File: config.mk
export PLATFORM = sky130hd
export DESIGN_NAME = pic_cascade
export DESIGN_NICKNAME = d
export VERILOG_FILES = /design/src/rtl/pic_pkg.sv /design/src/rtl/irq_resolver.sv /design/src/rtl/pic_control.sv /design/src/rtl/pic_datapath.sv /design/src/rtl/pic_cascade.sv
export SDC_FILE = /design/constraint.sdc
export NUM_CORES = 1
export LEC_CHECK = 0
export BUFFER_PORTS_ARGS = -buffer_cell sky130_fd_sc_hd__buf_4
export CORE_ASPECT_RATIO = 0.5
export CORE_MARGIN = 3
export CORE_UTILIZATION = 55
export DETAILED_ROUTE_END_ITERATION = 8
export PLACE_DENSITY = 0.76
export SLEW_MARGIN = 20
export SYNTH_ARGS = -nofsm -noshare
export SYNTH_HDL_FRONTEND = slang
export SYNTH_SLANG_ARGS = --single-unit
File: constraint.sdc
create_clock -name clk -period 3.7 [get_ports clk]
set_clock_uncertainty 0.1 [all_clocks]
set_input_delay 0.37 -clock clk [delete_from_list [all_inputs] [get_ports clk]]
set_output_delay 0.37 -clock clk [all_outputs]
set_load 0.1 [all_outputs]
File: src/rtl/pic_pkg.sv
package pic_pkg;

  typedef enum logic [1:0] {
    VEC_MASTER = 2'd0,
    VEC_SLAVE  = 2'd1,
    VEC_SPUR_M = 2'd2,
    VEC_SPUR_S = 2'd3
  } vecSel_e;

  typedef struct packed {
    logic [1:0] wrBase;
    logic [1:0] wrMask;
    logic [1:0] wrTrig;
    logic [1:0] eoi;
    logic       ackMaster;
    logic       ackSlave;
    logic       loadVec;
    vecSel_e    vecSel;
  } strobe_t;

  localparam int CAS_PIN = 2;

endpackage

File: src/rtl/irq_resolver.sv
module irq_resolver #(
  parameter int PINS = 8,
  localparam int IDW = $clog2(PINS)
) (
  input  logic            clk,
  input  logic            rstN,
  input  logic [PINS-1:0] lines,
  input  logic [PINS-1:0] trig,
  input  logic [PINS-1:0] mask,
  input  logic            ack,
  input  logic            eoi,
  output logic            req,
  output logic [IDW-1:0]  winId
);

  logic [PINS-1:0] irr, isr, lastLines, pending;
  logic            pValid, sValid;
  logic [IDW-1:0]  pWin, sWin;

  function automatic logic [IDW:0] lowest(input logic [PINS-1:0] v);
    lowest = '0;
    for (int i = PINS - 1; i >= 0; i--) begin
      if (v[i]) lowest = {1'b1, IDW'(i)};
    end
  endfunction

  always_comb begin
    pending         = irr & ~mask;
    {pValid, pWin}  = lowest(pending);
    {sValid, sWin}  = lowest(isr);
    req             = pValid && (!sValid || (pWin < sWin));
    winId           = pWin;
  end

  always_ff @(posedge clk or negedge rstN) begin
    if (!rstN) begin
      irr       <= '0;
      isr       <= '0;
      lastLines <= '0;
    end else begin
      lastLines <= lines;
      for (int i = 0; i < PINS; i++) begin
        if (trig[i]) begin
          irr[i] <= lines[i];
        end else begin
          irr[i] <= (lines[i] & ~lastLines[i]) |
                    (irr[i] & ~(ack && req && (winId == IDW'(i))));
        end
        if (ack && req && (winId == IDW'(i))) begin
          isr[i] <= 1'b1;
        end else if (eoi && sValid && (sWin == IDW'(i))) begin
          isr[i] <= 1'b0;
        end
      end
    end
  end

endmodule

File: src/rtl/pic_control.sv
module pic_control
  import pic_pkg::*;
#(
  parameter int PINS = 8,
  parameter int VW   = 8,
  localparam int IDW = $clog2(PINS)
) (
  input  logic           regWr,
  input  logic           regSpace,
  input  logic [VW-1:0]  regAddr,
  input  logic           inta,
  input  logic [1:0]     eoi,
  input  logic           masterReq,
  input  logic [IDW-1:0] masterWin,
  input  logic           slaveReq,
  output strobe_t        stb,
  output logic           rdCtl,
  output logic           rdLow
);

  logic unusedAddr;
  assign unusedAddr = ^regAddr[VW-2:1];

  assign rdCtl = regAddr[VW-1];
  assign rdLow = regAddr[0];

  always_comb begin
    stb        = '0;
    stb.vecSel = VEC_SPUR_M;
    stb.eoi    = eoi;
    if (regWr) begin
      if (regSpace) begin
        stb.wrTrig[regAddr[0]] = 1'b1;
      end else if (regAddr[0]) begin
        stb.wrMask[regAddr[VW-1]] = 1'b1;
      end else begin
        stb.wrBase[regAddr[VW-1]] = 1'b1;
      end
    end
    stb.loadVec = inta;
    if (masterReq) begin
      stb.ackMaster = inta;
      if (masterWin == IDW'(CAS_PIN)) begin
        stb.ackSlave = inta && slaveReq;
        stb.vecSel   = slaveReq ? VEC_SLAVE : VEC_SPUR_S;
      end else begin
        stb.vecSel   = VEC_MASTER;
      end
    end
  end

endmodule

File: src/rtl/pic_datapath.sv
module pic_datapath
  import pic_pkg::*;
#(
  parameter int             PINS       = 8,
  parameter int             VW         = 8,
  parameter logic [VW-1:0]  MBASE_RST  = 8'h08,
  parameter logic [VW-1:0]  SBASE_RST  = 8'h70,
  parameter logic [VW-1:0]  MTRIG_MASK = 8'hF8,
  parameter logic [VW-1:0]  STRIG_MASK = 8'hDE,
  localparam int            IDW        = $clog2(PINS)
) (
  input  logic              clk,
  input  logic              rstN,
  input  strobe_t           stb,
  input  logic [VW-1:0]     wrData,
  input  logic [2*PINS-1:0] irqIn,
  input  logic              rdSpace,
  input  logic              rdCtl,
  input  logic              rdLow,
  output logic [VW-1:0]     rdData,
  output logic              intOut,
  output logic [VW-1:0]     vecOut,
  output logic              vecValid,
  output logic              masterReq,
  output logic [IDW-1:0]    masterWin,
  output logic              slaveReq
);

  localparam logic [VW-1:0]   BASE_MASK = ~VW'((1 << IDW) - 1);
  localparam logic [VW-1:0]   SPUR_OFS  = VW'(PINS - 1);
  localparam logic [PINS-1:0] CAS_BIT   = PINS'(1) << CAS_PIN;

  logic [VW-1:0]   baseReg [2];
  logic [VW-1:0]   maskReg [2];
  logic [VW-1:0]   trigReg [2];
  logic [PINS-1:0] linesC  [2];
  logic [PINS-1:0] trigEff [2];
  logic            reqC    [2];
  logic [IDW-1:0]  winC    [2];
  logic            ackC    [2];

  assign ackC[0] = stb.ackMaster;
  assign ackC[1] = stb.ackSlave;

  assign linesC[0]  = (irqIn[PINS-1:0] & ~CAS_BIT) | (reqC[1] ? CAS_BIT : '0);
  assign linesC[1]  = irqIn[2*PINS-1:PINS];
  assign trigEff[0] = trigReg[0][PINS-1:0] | CAS_BIT;
  assign trigEff[1] = trigReg[1][PINS-1:0];

  for (genvar c = 0; c < 2; c++) begin : g_stage
    localparam logic [VW-1:0] TRIG_MASK = (c == 0) ? MTRIG_MASK : STRIG_MASK;
    localparam logic [VW-1:0] BASE_RST  = (c == 0) ? MBASE_RST : SBASE_RST;

    always_ff @(posedge clk or negedge rstN) begin
      if (!rstN) begin
        baseReg[c] <= BASE_RST & BASE_MASK;
        maskReg[c] <= '0;
        trigReg[c] <= '0;
      end else begin
        if (stb.wrBase[c]) baseReg[c] <= wrData & BASE_MASK;
        if (stb.wrMask[c]) maskReg[c] <= wrData;
        if (stb.wrTrig[c]) trigReg[c] <= wrData & TRIG_MASK;
      end
    end

    irq_resolver #(.PINS(PINS)) u_res (
      .clk   (clk),
      .rstN  (rstN),
      .lines (linesC[c]),
      .trig  (trigEff[c]),
      .mask  (maskReg[c][PINS-1:0]),
      .ack   (ackC[c]),
      .eoi   (stb.eoi[c]),
      .req   (reqC[c]),
      .winId (winC[c])
    );
  end

  assign masterReq = reqC[0];
  assign masterWin = winC[0];
  assign slaveReq  = reqC[1];

  always_comb begin
    if (rdSpace) rdData = trigReg[rdLow];
    else         rdData = rdLow ? maskReg[rdCtl] : baseReg[rdCtl];
  end

  logic [VW-1:0] vecNext;
  always_comb begin
    unique case (stb.vecSel)
      VEC_MASTER: vecNext = baseReg[0] + VW'(winC[0]);
      VEC_SLAVE:  vecNext = baseReg[1] + VW'(winC[1]);
      VEC_SPUR_M: vecNext = baseReg[0] + SPUR_OFS;
      default:    vecNext = baseReg[1] + SPUR_OFS;
    endcase
  end

  always_ff @(posedge clk or negedge rstN) begin
    if (!rstN) begin
      intOut   <= 1'b0;
      vecOut   <= '0;
      vecValid <= 1'b0;
    end else begin
      intOut   <= reqC[0];
      vecValid <= stb.loadVec;
      if (stb.loadVec) vecOut <= vecNext;
    end
  end

endmodule

File: src/rtl/pic_cascade.sv
module pic_cascade
  import pic_pkg::*;
#(
  parameter int            PINS       = 8,
  parameter int            VW         = 8,
  parameter logic [VW-1:0] MBASE_RST  = 8'h08,
  parameter logic [VW-1:0] SBASE_RST  = 8'h70,
  parameter logic [VW-1:0] MTRIG_MASK = 8'hF8,
  parameter logic [VW-1:0] STRIG_MASK = 8'hDE,
  localparam int           IDW        = $clog2(PINS)
) (
  input  logic              clk,
  input  logic              rstN,
  input  logic              regWr,
  input  logic              regSpace,
  input  logic [VW-1:0]     regAddr,
  input  logic [VW-1:0]     regData,
  output logic [VW-1:0]     rdData,
  input  logic [2*PINS-1:0] irqIn,
  input  logic              inta,
  input  logic [1:0]        eoi,
  output logic              intOut,
  output logic [VW-1:0]     vecOut,
  output logic              vecValid
);

  strobe_t        stb;
  logic           masterReq, slaveReq, rdCtl, rdLow;
  logic [IDW-1:0] masterWin;

  pic_control #(.PINS(PINS), .VW(VW)) u_ctl (
    .regWr     (regWr),
    .regSpace  (regSpace),
    .regAddr   (regAddr),
    .inta      (inta),
    .eoi       (eoi),
    .masterReq (masterReq),
    .masterWin (masterWin),
    .slaveReq  (slaveReq),
    .stb       (stb),
    .rdCtl     (rdCtl),
    .rdLow     (rdLow)
  );

  pic_datapath #(
    .PINS(PINS), .VW(VW), .MBASE_RST(MBASE_RST), .SBASE_RST(SBASE_RST),
    .MTRIG_MASK(MTRIG_MASK), .STRIG_MASK(STRIG_MASK)
  ) u_dp (
    .clk       (clk),
    .rstN      (rstN),
    .stb       (stb),
    .wrData    (regData),
    .irqIn     (irqIn),
    .rdSpace   (regSpace),
    .rdCtl     (rdCtl),
    .rdLow     (rdLow),
    .rdData    (rdData),
    .intOut    (intOut),
    .vecOut    (vecOut),
    .vecValid  (vecValid),
    .masterReq (masterReq),
    .masterWin (masterWin),
    .slaveReq  (slaveReq)
  );

endmodule

# Word level (Yosys, flattened, before mapping)
# Index checks and enable logic that the tools add are counted.
[totals]
latchBits = 0
output_inout_bits = 18
ram_bits = 0
elab_cells = 321
in_bits = 39
register_bits = 95
mem_bits_ro = 0
memories = 0
[classes]
mul = 0
order_cmp = 8
n_addsub = 4
eq_ne = 30
bitwise_logic = 82
n_reduce_logical = 66
muxes = 102
shifts = 0
div_mod_pow = 0
[op_table]
columns = ["op", "count"]
rows = [
  ["two-way mux 4 bit", 33],
  ["two-way mux 8 bit", 11],
  ["== test 3 bit (second input constant)", 16],
  ["two-way mux 1 bit", 46],
  ["logical AND 1 bit", 41],
  ["nonzero test 2 bit", 16],
  ["bitwise AND 1 bit", 30],
  ["inverter 1 bit", 30],
  ["== test 3 x 2 -> 1 bit (second input constant)", 8],
  ["case mux 8 bit (3 select lines)", 1],
  ["adder 8 x 3 -> 8 bit", 2],
  ["adder 8 x 3 -> 8 bit (second input constant)", 2],
  ["bitwise AND 8 bit", 2],
  ["inverter 8 bit", 2],
  ["OR 1 bit", 15],
  ["two-way mux 2 bit", 7],
  ["== test 3 x 1 -> 1 bit (second input constant)", 4],
  ["logical NOT 3 bit", 4],
  ["OR 8 bit", 1],
  ["less-than comparator 3 bit", 2],
  ["two-way mux 6 bit", 1],
  [">= comparator 2 bit (second input constant)", 2],
  ["less-than comparator 1 x 2 -> 1 bit (second input constant)", 2],
  ["inverter 1 -> 2 bit", 2],
  ["8 further kinds", 12],
]

# Depth between registers and ports, before layout
# Gate-level depths: netlist of run 1.
[logic_depth]
word_depth = 22
ltp_mapped = 12
mapped_depth_nobuf = 11

# Hierarchy
# Synthesis of run 1 repeated with hierarchy kept, for this count alone.
[hier_totals]
hier_cells = 455
hier_area_um2 = 4864.7
[modules_own_cells]
columns = ["mod", "area_per_inst_um2", "cells_per_inst", "seq_area_each_um2", "n_inst"]
rows = [
  ["irq_resolver", 1310.0, 142, 600.6, 2],
  ["pic_datapath", 2095.8, 153, 1181.1, 1],
  ["pic_control", 148.9, 18, 0.0, 1],
]

# Least setup slack after synthesis of run 1
# Ideal clock, no wire load.
[synth_timing]
path_type = "in2out"
from = "input regAddr[0]"
to = "output rdData[0]"
t_arrival_ps = 3235
path_buffers = 2
required_time_ps = 3230
path_stages = 3
slack_ps = -5
cell_sequence = "clkbuf_1 buf_1 nor3b_1"
[synth_via]
elab_chain_len = 2
[synth_rtl]
columns = ["item", "line_no", "rtl"]
rows = [
  ["from (decl)", "pic_cascade.sv:16", "input logic [VW-1:0] regAddr,"],
  ["two-way mux 8 bit", "pic_datapath.sv:85", "else rdData = rdLow ? maskReg[rdCtl] : baseReg[rdCtl];"],
  ["two-way mux 8 bit", "pic_datapath.sv:84", "if (rdSpace) rdData = trigReg[rdLow];"],
  ["to (decl)", "pic_cascade.sv:18", "output logic [VW-1:0] rdData,"],
]
# Every way passes these cells.

# Worst setup path in the final report of run 1
[layout_timing]
from = "register u_dp.g_stage[0].u_res.irr[5]"
to = "register u_dp.g_stage[0].u_res.irr[7]"
[layout_via]
elab_chain_len = 17
elab_cells_between_ends = 18
cone_classes = "order compare (1); eq/ne (1); mux (8); bitwise (4); reduce/logical (4)"
[layout_rtl]
columns = ["item", "line_no", "rtl"]
rows = [
  ["from (decl)", "irq_resolver.sv:16", "logic [PINS-1:0] irr, isr, lastLines, pending;"],
  ["from (signal, indexed assignment)", "irq_resolver.sv:44", "irr[i] <= lines[i];"],
  ["from (signal, indexed assignment)", "irq_resolver.sv:46", "irr[i] <= (lines[i] & ~lastLines[i]) |"],
  ["bitwise AND 8 bit (*)", "irq_resolver.sv:28", "pending = irr & ~mask;"],
  ["two-way mux 4 bit (*) (6 in a row)", "irq_resolver.sv:23", "if (v[i]) lowest = {1'b1, IDW'(i)};"],
  ["less-than comparator 3 bit", "irq_resolver.sv:31", "req = pValid && (!sValid || (pWin < sWin));"],
  ["logical OR 1 bit", "irq_resolver.sv:31", ""],
  ["logical AND 1 bit", "irq_resolver.sv:31", ""],
  ["two-way mux 2 bit", "pic_control.sv:41", "if (masterReq) begin"],
  ["logical AND 1 bit", "irq_resolver.sv:47", "(irr[i] & ~(ack && req && (winId == IDW'(i))));"],
  ["logical AND 1 bit (*)", "irq_resolver.sv:47", ""],
  ["inverter 1 bit (*)", "irq_resolver.sv:47", ""],
  ["bitwise AND 1 bit (*)", "irq_resolver.sv:47", ""],
  ["OR 1 bit (*)", "irq_resolver.sv:46", ""],
  ["two-way mux 1 bit (*)", "irq_resolver.sv:43", "if (trig[i]) begin"],
]
# Mark *: on every way between the ends. The rest lies on a longest branch, timed or not.
# A chain may end at the register's enable or synchronous reset.

==> metrics.md, run 1 <==
| Metric | Value |
|---|---|
| Final routed wirelength across all metal layers | `10700 microns` |
| Fill count | `608` |
| Final period demand of the worst path | `3170 ps` |
| Slew HR | `57.0%` |
| Most used flip-flop cell after synthesis | `dfrtp_1` |
| Setup violators final | `0` |
| Area enclosed by the die boundary | `9580 sq um` |
| Setup slack, reg-to-reg | `530 ps` |
| Post-route setup TNS | `0 ps` |
| Area of the mapped netlist | `4610 sq um` |
| Y dimension of the die | `70.7 microns` |
| Number of primary I/O pins | `57` |
| Starting density of the core | `59.6%` |
| Floorplan row count | `22` |
| Share of flip-flops with an asynchronous set or reset after synthesis | `100%` |
| Crit. Startpoint | `u_dp.g_stage[0].u_res.irr[5]` |
| Number of global-route vias before repair | `3320` |
| Critical path capture point type | `register` |
| Startpoint type of the worst setup path | `register` |
| Initial antenna violation count | `0` |
| Placement Cell Area | `5140 sq um` |
| Required time of the critical path | `3810 ps` |
| Synthesized Nets | `475` |
| Total track usage | `23.7%` |
| Mapped Cells | `432` |
| Layout cells sized above 1 | `25.6%` |
| Final number of hold-violating endpoints | `0` |
| Number of enable flip-flop cells after synthesis | `0` |
| Final Slew Violations | `0` |
| Max frequency | `0.316 GHz` |
| Pin count of the biggest net entering global routing | `53` |
| Number of vias per cell | `5.80` |
| Count of maximum capacitance violations | `0` |
| Transition time at the pin with the least slew margin | `645 ps` |
| Leading cell type in the layout, fill and taps excluded | `dfrtp_1` |
| Number of buffers inserted to repair setup after CTS | `0` |
| Leakage Power | `2.46 nW` |
| Residual DRC count | `0` |
| RSZ-0062 raised after global routing | `no` |
| Launch point of the worst hold path | `irqIn[3]` |
| Power per standard cell area | `819 nW/um^2` |
| Biggest fanout along the worst timing path | `9` |
| CTS tree | `built` |
| Top post-synthesis cells by area | `dfrtp_1, mux2_2, o21ai_0` |
| Worst Path Class, Setup | `register to register` |
| Register bit count reported by yosys | `94` |
| Depth of the CTS H-tree | `3` |
| Clock tree buffer depth | `2` |
| Library cell with the largest summed area after synthesis | `dfrtp_1` |
| Outcome | `finished clean` |
| # clock sinks | `94` |
| First-pass GRT wire length | `17300 microns` |
| Resized cells post-CTS | `0` |
| Number of buffers inserted during clock tree synthesis | `9` |
| Portion of the clock cycle consumed by the worst path in the final layout | `85.6%` |
| Finished layout cell area | `5430 sq um` |
| Vias | `3510` |
| Number of buffers added on ports | `49` |
| Final HPWL DP | `7990 microns` |
| Number of buffers added to fix hold violations after cts | `1` |
| Average wire per standard cell | `17.6 microns` |
| Startpoint of the lowest-slack register-to-register path | `u_dp.g_stage[0].u_res.irr[5]` |
| Yosys warns | `0` |
| First DRT Iteration DRCs | `231` |
| Commonest cells after routing, fill and taps aside | `dfrtp_1, buf_4, o21ai_0` |
| Path type of the worst min-delay path | `primary input to register` |
| Area growth syn-to-layout | `17.7%` |
| Final-stage net count | `535` |
| Weighted congestion at the end of routability-driven global placement | `0.859` |
| Fraction of post-synthesis cell area in the top cell type by area | `48.8%` |
| Antenna Diode Count | `0` |
| Count of unique library cells instantiated by Yosys | `60` |
| Sequential fraction of the synthesis area | `51.1%` |
| Total grt overflow | `0` |
| Root buffer cell | `clkbuf_16` |
| Residual antenna-violating net count after detailed routing | `0` |
| Mapped Avg Cell Area | `10.7 sq um` |
| Post-CTS clock slew at the launch and capture registers of the worst setup and hold paths | `60 ps` |
| Skew-Pair Late Insertion Delay | `340 ps` |
| Maximum resistive drop on vdd | `491 uV` |
| X dimension of the die | `135 microns` |
| Core region area | `7730 sq um` |
| Number of detailed-route iterations in the first pass | `4` |
| Arrival time reported for the critical path endpoint | `3280 ps` |
## metal layers
metal / global-route usage (%) / up-vias / wire [microns]
li1: - / 1671 / -
met1: 34.2 / 1732 / 4980
met2: 34.5 / 92 / 4720
met3: 7.24 / 15 / 798
met4: 7.60 / 0 / 168
met5: 0 / - / 0
## synth_stat cells (all sizes together) (2+ instances only)
| master | count |
|---|---|
| o21bai | 4 |
| a21boi | 2 |
| dfstp | 4 |
| a31oi | 3 |
| mux4 | 5 |
| mux2 | 37 |
| nand2 | 28 |
| and2 | 2 |
| ha | 4 |
| buf | 2 |
| inv | 28 |
| nor2b | 20 |
| nand4 | 3 |
| o21ai | 51 |
| a21oi | 19 |
| clkbuf | 7 |
| o21a | 2 |
| o2111ai | 3 |
| nor3 | 9 |
| o22ai | 3 |
| nand3b | 3 |
| nand2b | 16 |
| a21o | 4 |
| nor2 | 30 |
| mux2i | 12 |
| a211oi | 2 |
| o31ai | 5 |
| o211ai | 2 |
| nand4b | 2 |
| nand3 | 9 |
| nor3b | 2 |
| dfrtp | 90 |
## final timing paths
| path | end | depth (start not counted) |
|---|---|---|
| worst max-delay path | u_dp.g_stage[0].u_res.irr[7] | 10 |
| worst min-delay path | u_dp.g_stage[0].u_res.lastLines[3] | 1 |
| worst max register to register | u_dp.g_stage[0].u_res.irr[7] | 10 |
| worst min register to register | u_dp.g_stage[0].u_res.irr[0] | 1 |
| max in group asynchronous | u_dp.baseReg[5] | 3 |
| min in group asynchronous | u_dp.g_stage[0].u_res.irr[0] | 2 |
## registers in the layout, summed over array words and instances (netlist names)
| signal | count |
|---|---|
| u_dp.g_stage.u_res.isr | 16 |
| u_dp.g_stage.u_res.lastLines | 16 |
| u_dp.maskReg | 16 |
| u_dp.g_stage.u_res.irr | 15 |
| u_dp.trigEff | 11 |
| u_dp.baseReg | 10 |
| u_dp.vecOut | 8 |
| u_dp.intOut | 1 |
| u_dp.vecValid | 1 |
## critical path, stage by stage (launching register included)
cell	delay, ps
dfrtp_1	380
nor2b_1	160
nor2_1	250
o21ai_0	210
a21boi_0	220
ha_1	250
o21a_1	190
o22ai_2	420
nand3b_1	330
nor3_1	370
o21ai_0	140
## final cells by class
| type | instances | area [sq um] | area share (%) |
|---|---|---|---|
| clock buffer | 15 | 268 | 4.93 |
| clock inverter | 1 | 7.51 | 0.138 |
| inverter | 28 | 105 | 1.94 |
| multi-input combinational | 301 | 2120 | 39.0 |
| sequential | 94 | 2360 | 43.4 |
| tap | 108 | 135 | 2.49 |
| timing repair buffer | 58 | 438 | 8.07 |
## logic make-up after synthesis
family	share of synthesized area (%)
mux	14.1
simple gates	15.3
compound gates	15.4
fa+ha+maj	1.09
flops	51.1
buf+inv	3.04
## metrics by stage
| step | setup WS (ps) | hold slack [ps] | util (%) | power [W] | cells |
|---|---|---|---|---|---|
| floorplan | 202 | -25.6 | - | 0.00298 | 432 |
| global placement | 616 | 303 | 66.5 | 0.00353 | 588 |
| CTS | 557 | 26.9 | 70.2 | 0.00444 | 605 |
| global route | 281 | 22.0 | 70.2 | 0.00473 | 605 |
| finish | 533 | 40.2 | 70.2 | 0.00444 | 605 |
| detailed placement | 583 | 316 | 66.5 | 0.00358 | 588 |
## where the power goes
part	internal (W)	total (W)	switching (W)
logic	0.000722	0.00209	0.00137
registers	0.00128	0.00150	0.000221
clock network	0.000493	0.000855	0.000362
(Power assumes the default switching activity.)
==> inputs of run 2 (changes only) <==
Settings changed: CTS_BUF_LIST set to sky130_fd_sc_hd__clkbuf_16.
==> run 2 against run 1 <==
Compared with the run above:
- sequential cell count did not move
- wire length shrank 0.20%
- critical path depth is the same
- sequential share of layout area rose by 0.16 points
- critical path type unchanged
- critical endpoint unchanged
==> metrics.md, run 2 (synthesis results as in run 1) <==
| Metric | Value |
|---|---|
| RSZ-0062 raised after global routing | `no (unchanged)` |
| Post-CTS clock slew at the launch and capture registers of the worst setup and hold paths | `60 ps (about the same)` |
| Floorplan row count | `22 (unchanged)` |
| Y dimension of the die | `70.7 microns (unchanged)` |
| Number of vias per cell | `5.80 (about the same)` |
| First DRT Iteration DRCs | `203 (was 231)` |
| Biggest fanout along the worst timing path | `9 (unchanged)` |
| Standard cell with the maximum stage delay on the critical path | `o22ai_2 (unchanged)` |
| Sequential cell fraction of total power | `34.1% (was 33.7%)` |
| Number of buffers added on ports | `49 (unchanged)` |
| Critical path cell sequence | `nor2b_1 > nor2_1 > o21ai_0 > a21boi_0 > ha_1 > o21a_1 > o22ai_2 > nand3b_1 > nor3_1 > o21ai_0 (unchanged)` |
| Final routed wirelength across all metal layers | `10600 microns (was 10700 microns)` |
| Comb pwr share | `47.7% (was 47.0%)` |
| Max frequency | `0.319 GHz (was 0.316 GHz)` |
| Outcome | `finished clean (unchanged)` |
| Leakage Power | `2.46 nW (about the same)` |
| Residual antenna-violating net count after detailed routing | `0 (unchanged)` |
| Dominant cell type by count on the critical path | `o21ai_0 (unchanged)` |
| Layout cells sized above 1 | `25.2% (was 25.6%)` |
| Total grt overflow | `0 (unchanged)` |
| Count of maximum capacitance violations | `0 (unchanged)` |
| Portion of the clock cycle consumed by the worst path in the final layout | `84.7% (was 85.6%)` |
| Met1 usage | `34.3% (was 34.2%)` |
| Worst Path Class, Setup | `register to register (unchanged)` |
| Required time of the critical path | `3810 ps (about the same)` |
| Area growth syn-to-layout | `17.3% (was 17.7%)` |
| Final period demand of the worst path | `3130 ps (was 3170 ps)` |
| Arrival time reported for the critical path endpoint | `3250 ps (was 3280 ps)` |
| X dimension of the die | `135 microns (unchanged)` |
| Fill count | `611 (was 608)` |
| Initial antenna violation count | `0 (unchanged)` |
| Residual DRC count | `0 (unchanged)` |
| Area enclosed by the die boundary | `9580 sq um (unchanged)` |
| Leading cell type in the layout, fill and taps excluded | `dfrtp_1 (unchanged)` |
| Number of detailed-route iterations in the first pass | `4 (unchanged)` |
| Maximum resistive drop on vdd | `488 uV (was 491 uV)` |
| Final number of hold-violating endpoints | `0 (unchanged)` |
| Highest cell delay on the worst timing path | `400 ps (was 420 ps)` |
| Setup violators final | `0 (unchanged)` |
| Clock tree buffer depth | `2 (unchanged)` |
| Antenna Diode Count | `0 (unchanged)` |
| Critical path capture point type | `register (unchanged)` |
| Weighted congestion at the end of routability-driven global placement | `0.859 (unchanged)` |
| Core region area | `7730 sq um (unchanged)` |
| CTS tree | `built (unchanged)` |
| Depth of the CTS H-tree | `3 (unchanged)` |
| Number of buffers inserted during clock tree synthesis | `9 (unchanged)` |
| Skew-Pair Late Insertion Delay | `340 ps (about the same)` |
| Net Sw Frac | `44.4% (was 43.9%)` |
| Cell internal pwr | `0.00244 W (was 0.00249 W)` |
| Starting density of the core | `59.6% (unchanged)` |
| Biggest registers after layout | `u_dp.g_stage.u_res.isr (16), u_dp.g_stage.u_res.lastLines (16), u_dp.maskReg (16) (unchanged)` |
| Number of global-route vias before repair | `3326 (was 3320)` |
| Vias | `3512 (was 3510)` |
| Number of buffers added to fix hold violations after cts | `1 (unchanged)` |
| Post-route setup TNS | `0 ps (unchanged)` |
| Path type of the worst min-delay path | `primary input to register (unchanged)` |
| # clock sinks | `94 (unchanged)` |
| Share of power burned in the clock network | `18.2% (was 19.2%)` |
| Slew HR | `56.7% (was 57.0%)` |
| Transition time at the pin with the least slew margin | `649 ps (was 645 ps)` |
| Root buffer cell | `clkbuf_16 (unchanged)` |
| Number of buffers inserted to repair setup after CTS | `0 (unchanged)` |
| Final-stage net count | `535 (unchanged)` |
| Pin count of the biggest net entering global routing | `53 (unchanged)` |
| GR peak layer | `met2 (unchanged)` |
| Met3 GRT Util | `6.18% (was 7.24%)` |
| Average wire per standard cell | `17.6 microns (about the same)` |
| Resized cells post-CTS | `0 (unchanged)` |
| Utilization of the core after routing | `69.9% (was 70.2%)` |
| Number of primary I/O pins | `57 (unchanged)` |
| Final Slew Violations | `0 (unchanged)` |
| Commonest cells after routing, fill and taps aside | `dfrtp_1, buf_4, o21ai_0 (unchanged)` |
| First-pass GRT wire length | `17300 microns (unchanged)` |
| Startpoint type of the worst setup path | `register (unchanged)` |
| Total track usage | `23.7% (about the same)` |
| Final HPWL DP | `7990 microns (unchanged)` |
| Net switching power of the design | `0.00195 W (about the same)` |
| Met2 Use GR | `34.5% (unchanged)` |
| Power per standard cell area | `811 nW/um^2 (was 819 nW/um^2)` |
==> run 2: worst max-delay path, delay by kind of cell (launching register included) <==
family,cells,cell delay [ps]
flip-flops,1,380
AO/OA/AOI/OAI,5,1160
adder cells (fa/ha/maj),1,250
AND/OR/NAND/NOR,4,1100
==> run 2: through the flow <==
stage	setup slack, ps	instance area (sq um)	hold slack [ps]	total power (W)	instances
after floorplan	202	4620	-25.6	0.00298	432
after global placement	616	5140	303	0.00353	588
after detailed placement	583	5140	316	0.00358	588
after CTS	558	5410	27.4	0.00439	605
after global routing	279	5410	25.1	0.00468	605
final	566	5410	41.3	0.00439	605
==> run 2: layout make-up <==
cell class	instances	area, sq um	area share [%]
Timing Repair Buffer	58	438	8.10
Inverter	28	105	1.94
Tap cell	108	135	2.50
Clock inverter	7	30.0	0.555
Sequential cell	94	2360	43.6
Clock buffer	9	225	4.16
Multi-Input combinational cell	301	2120	39.2
==> run 2: metal layers <==
metal / part of all wire (%) / vias up
li1: - / 1672
met1: 47 / 1726
met2: 44 / 98
met3: 7.9 / 16
met4: 1.7 / 0
met5: 0 / -
==> run 2: power groups by stage <==
stage	clock [W]	sequential, W	combinational [W]
final	0.000797	0.00150	0.00209
after global routing	0.000855	0.00153	0.00229
after CTS	0.000814	0.00149	0.00208
after detailed placement	0	0.00151	0.00207
after global placement	0	0.00150	0.00204
after floorplan	0	0.00174	0.00124
==> run 2: final timing paths <==
| path | from | endpoint | slack (ps) | cells past startpoint |
|---|---|---|---|---|
| max in group asynchronous | rstN | u_dp.baseReg[4] | 2220 | 3 |
| min in group asynchronous | rstN | u_dp.g_stage[0].u_res.irr[0] | 500 | 2 |
| max | u_dp.g_stage[0].u_res.irr[5] | u_dp.g_stage[0].u_res.irr[7] | 570 | 10 |
| max reg2reg | u_dp.g_stage[0].u_res.irr[5] | u_dp.g_stage[0].u_res.irr[7] | 570 | 10 |
| min reg2reg | u_dp.g_stage[0].u_res.lastLines[0] | u_dp.g_stage[0].u_res.irr[0] | 320 | 1 |
| min | irqIn[3] | u_dp.g_stage[0].u_res.lastLines[3] | 40 | 1 |
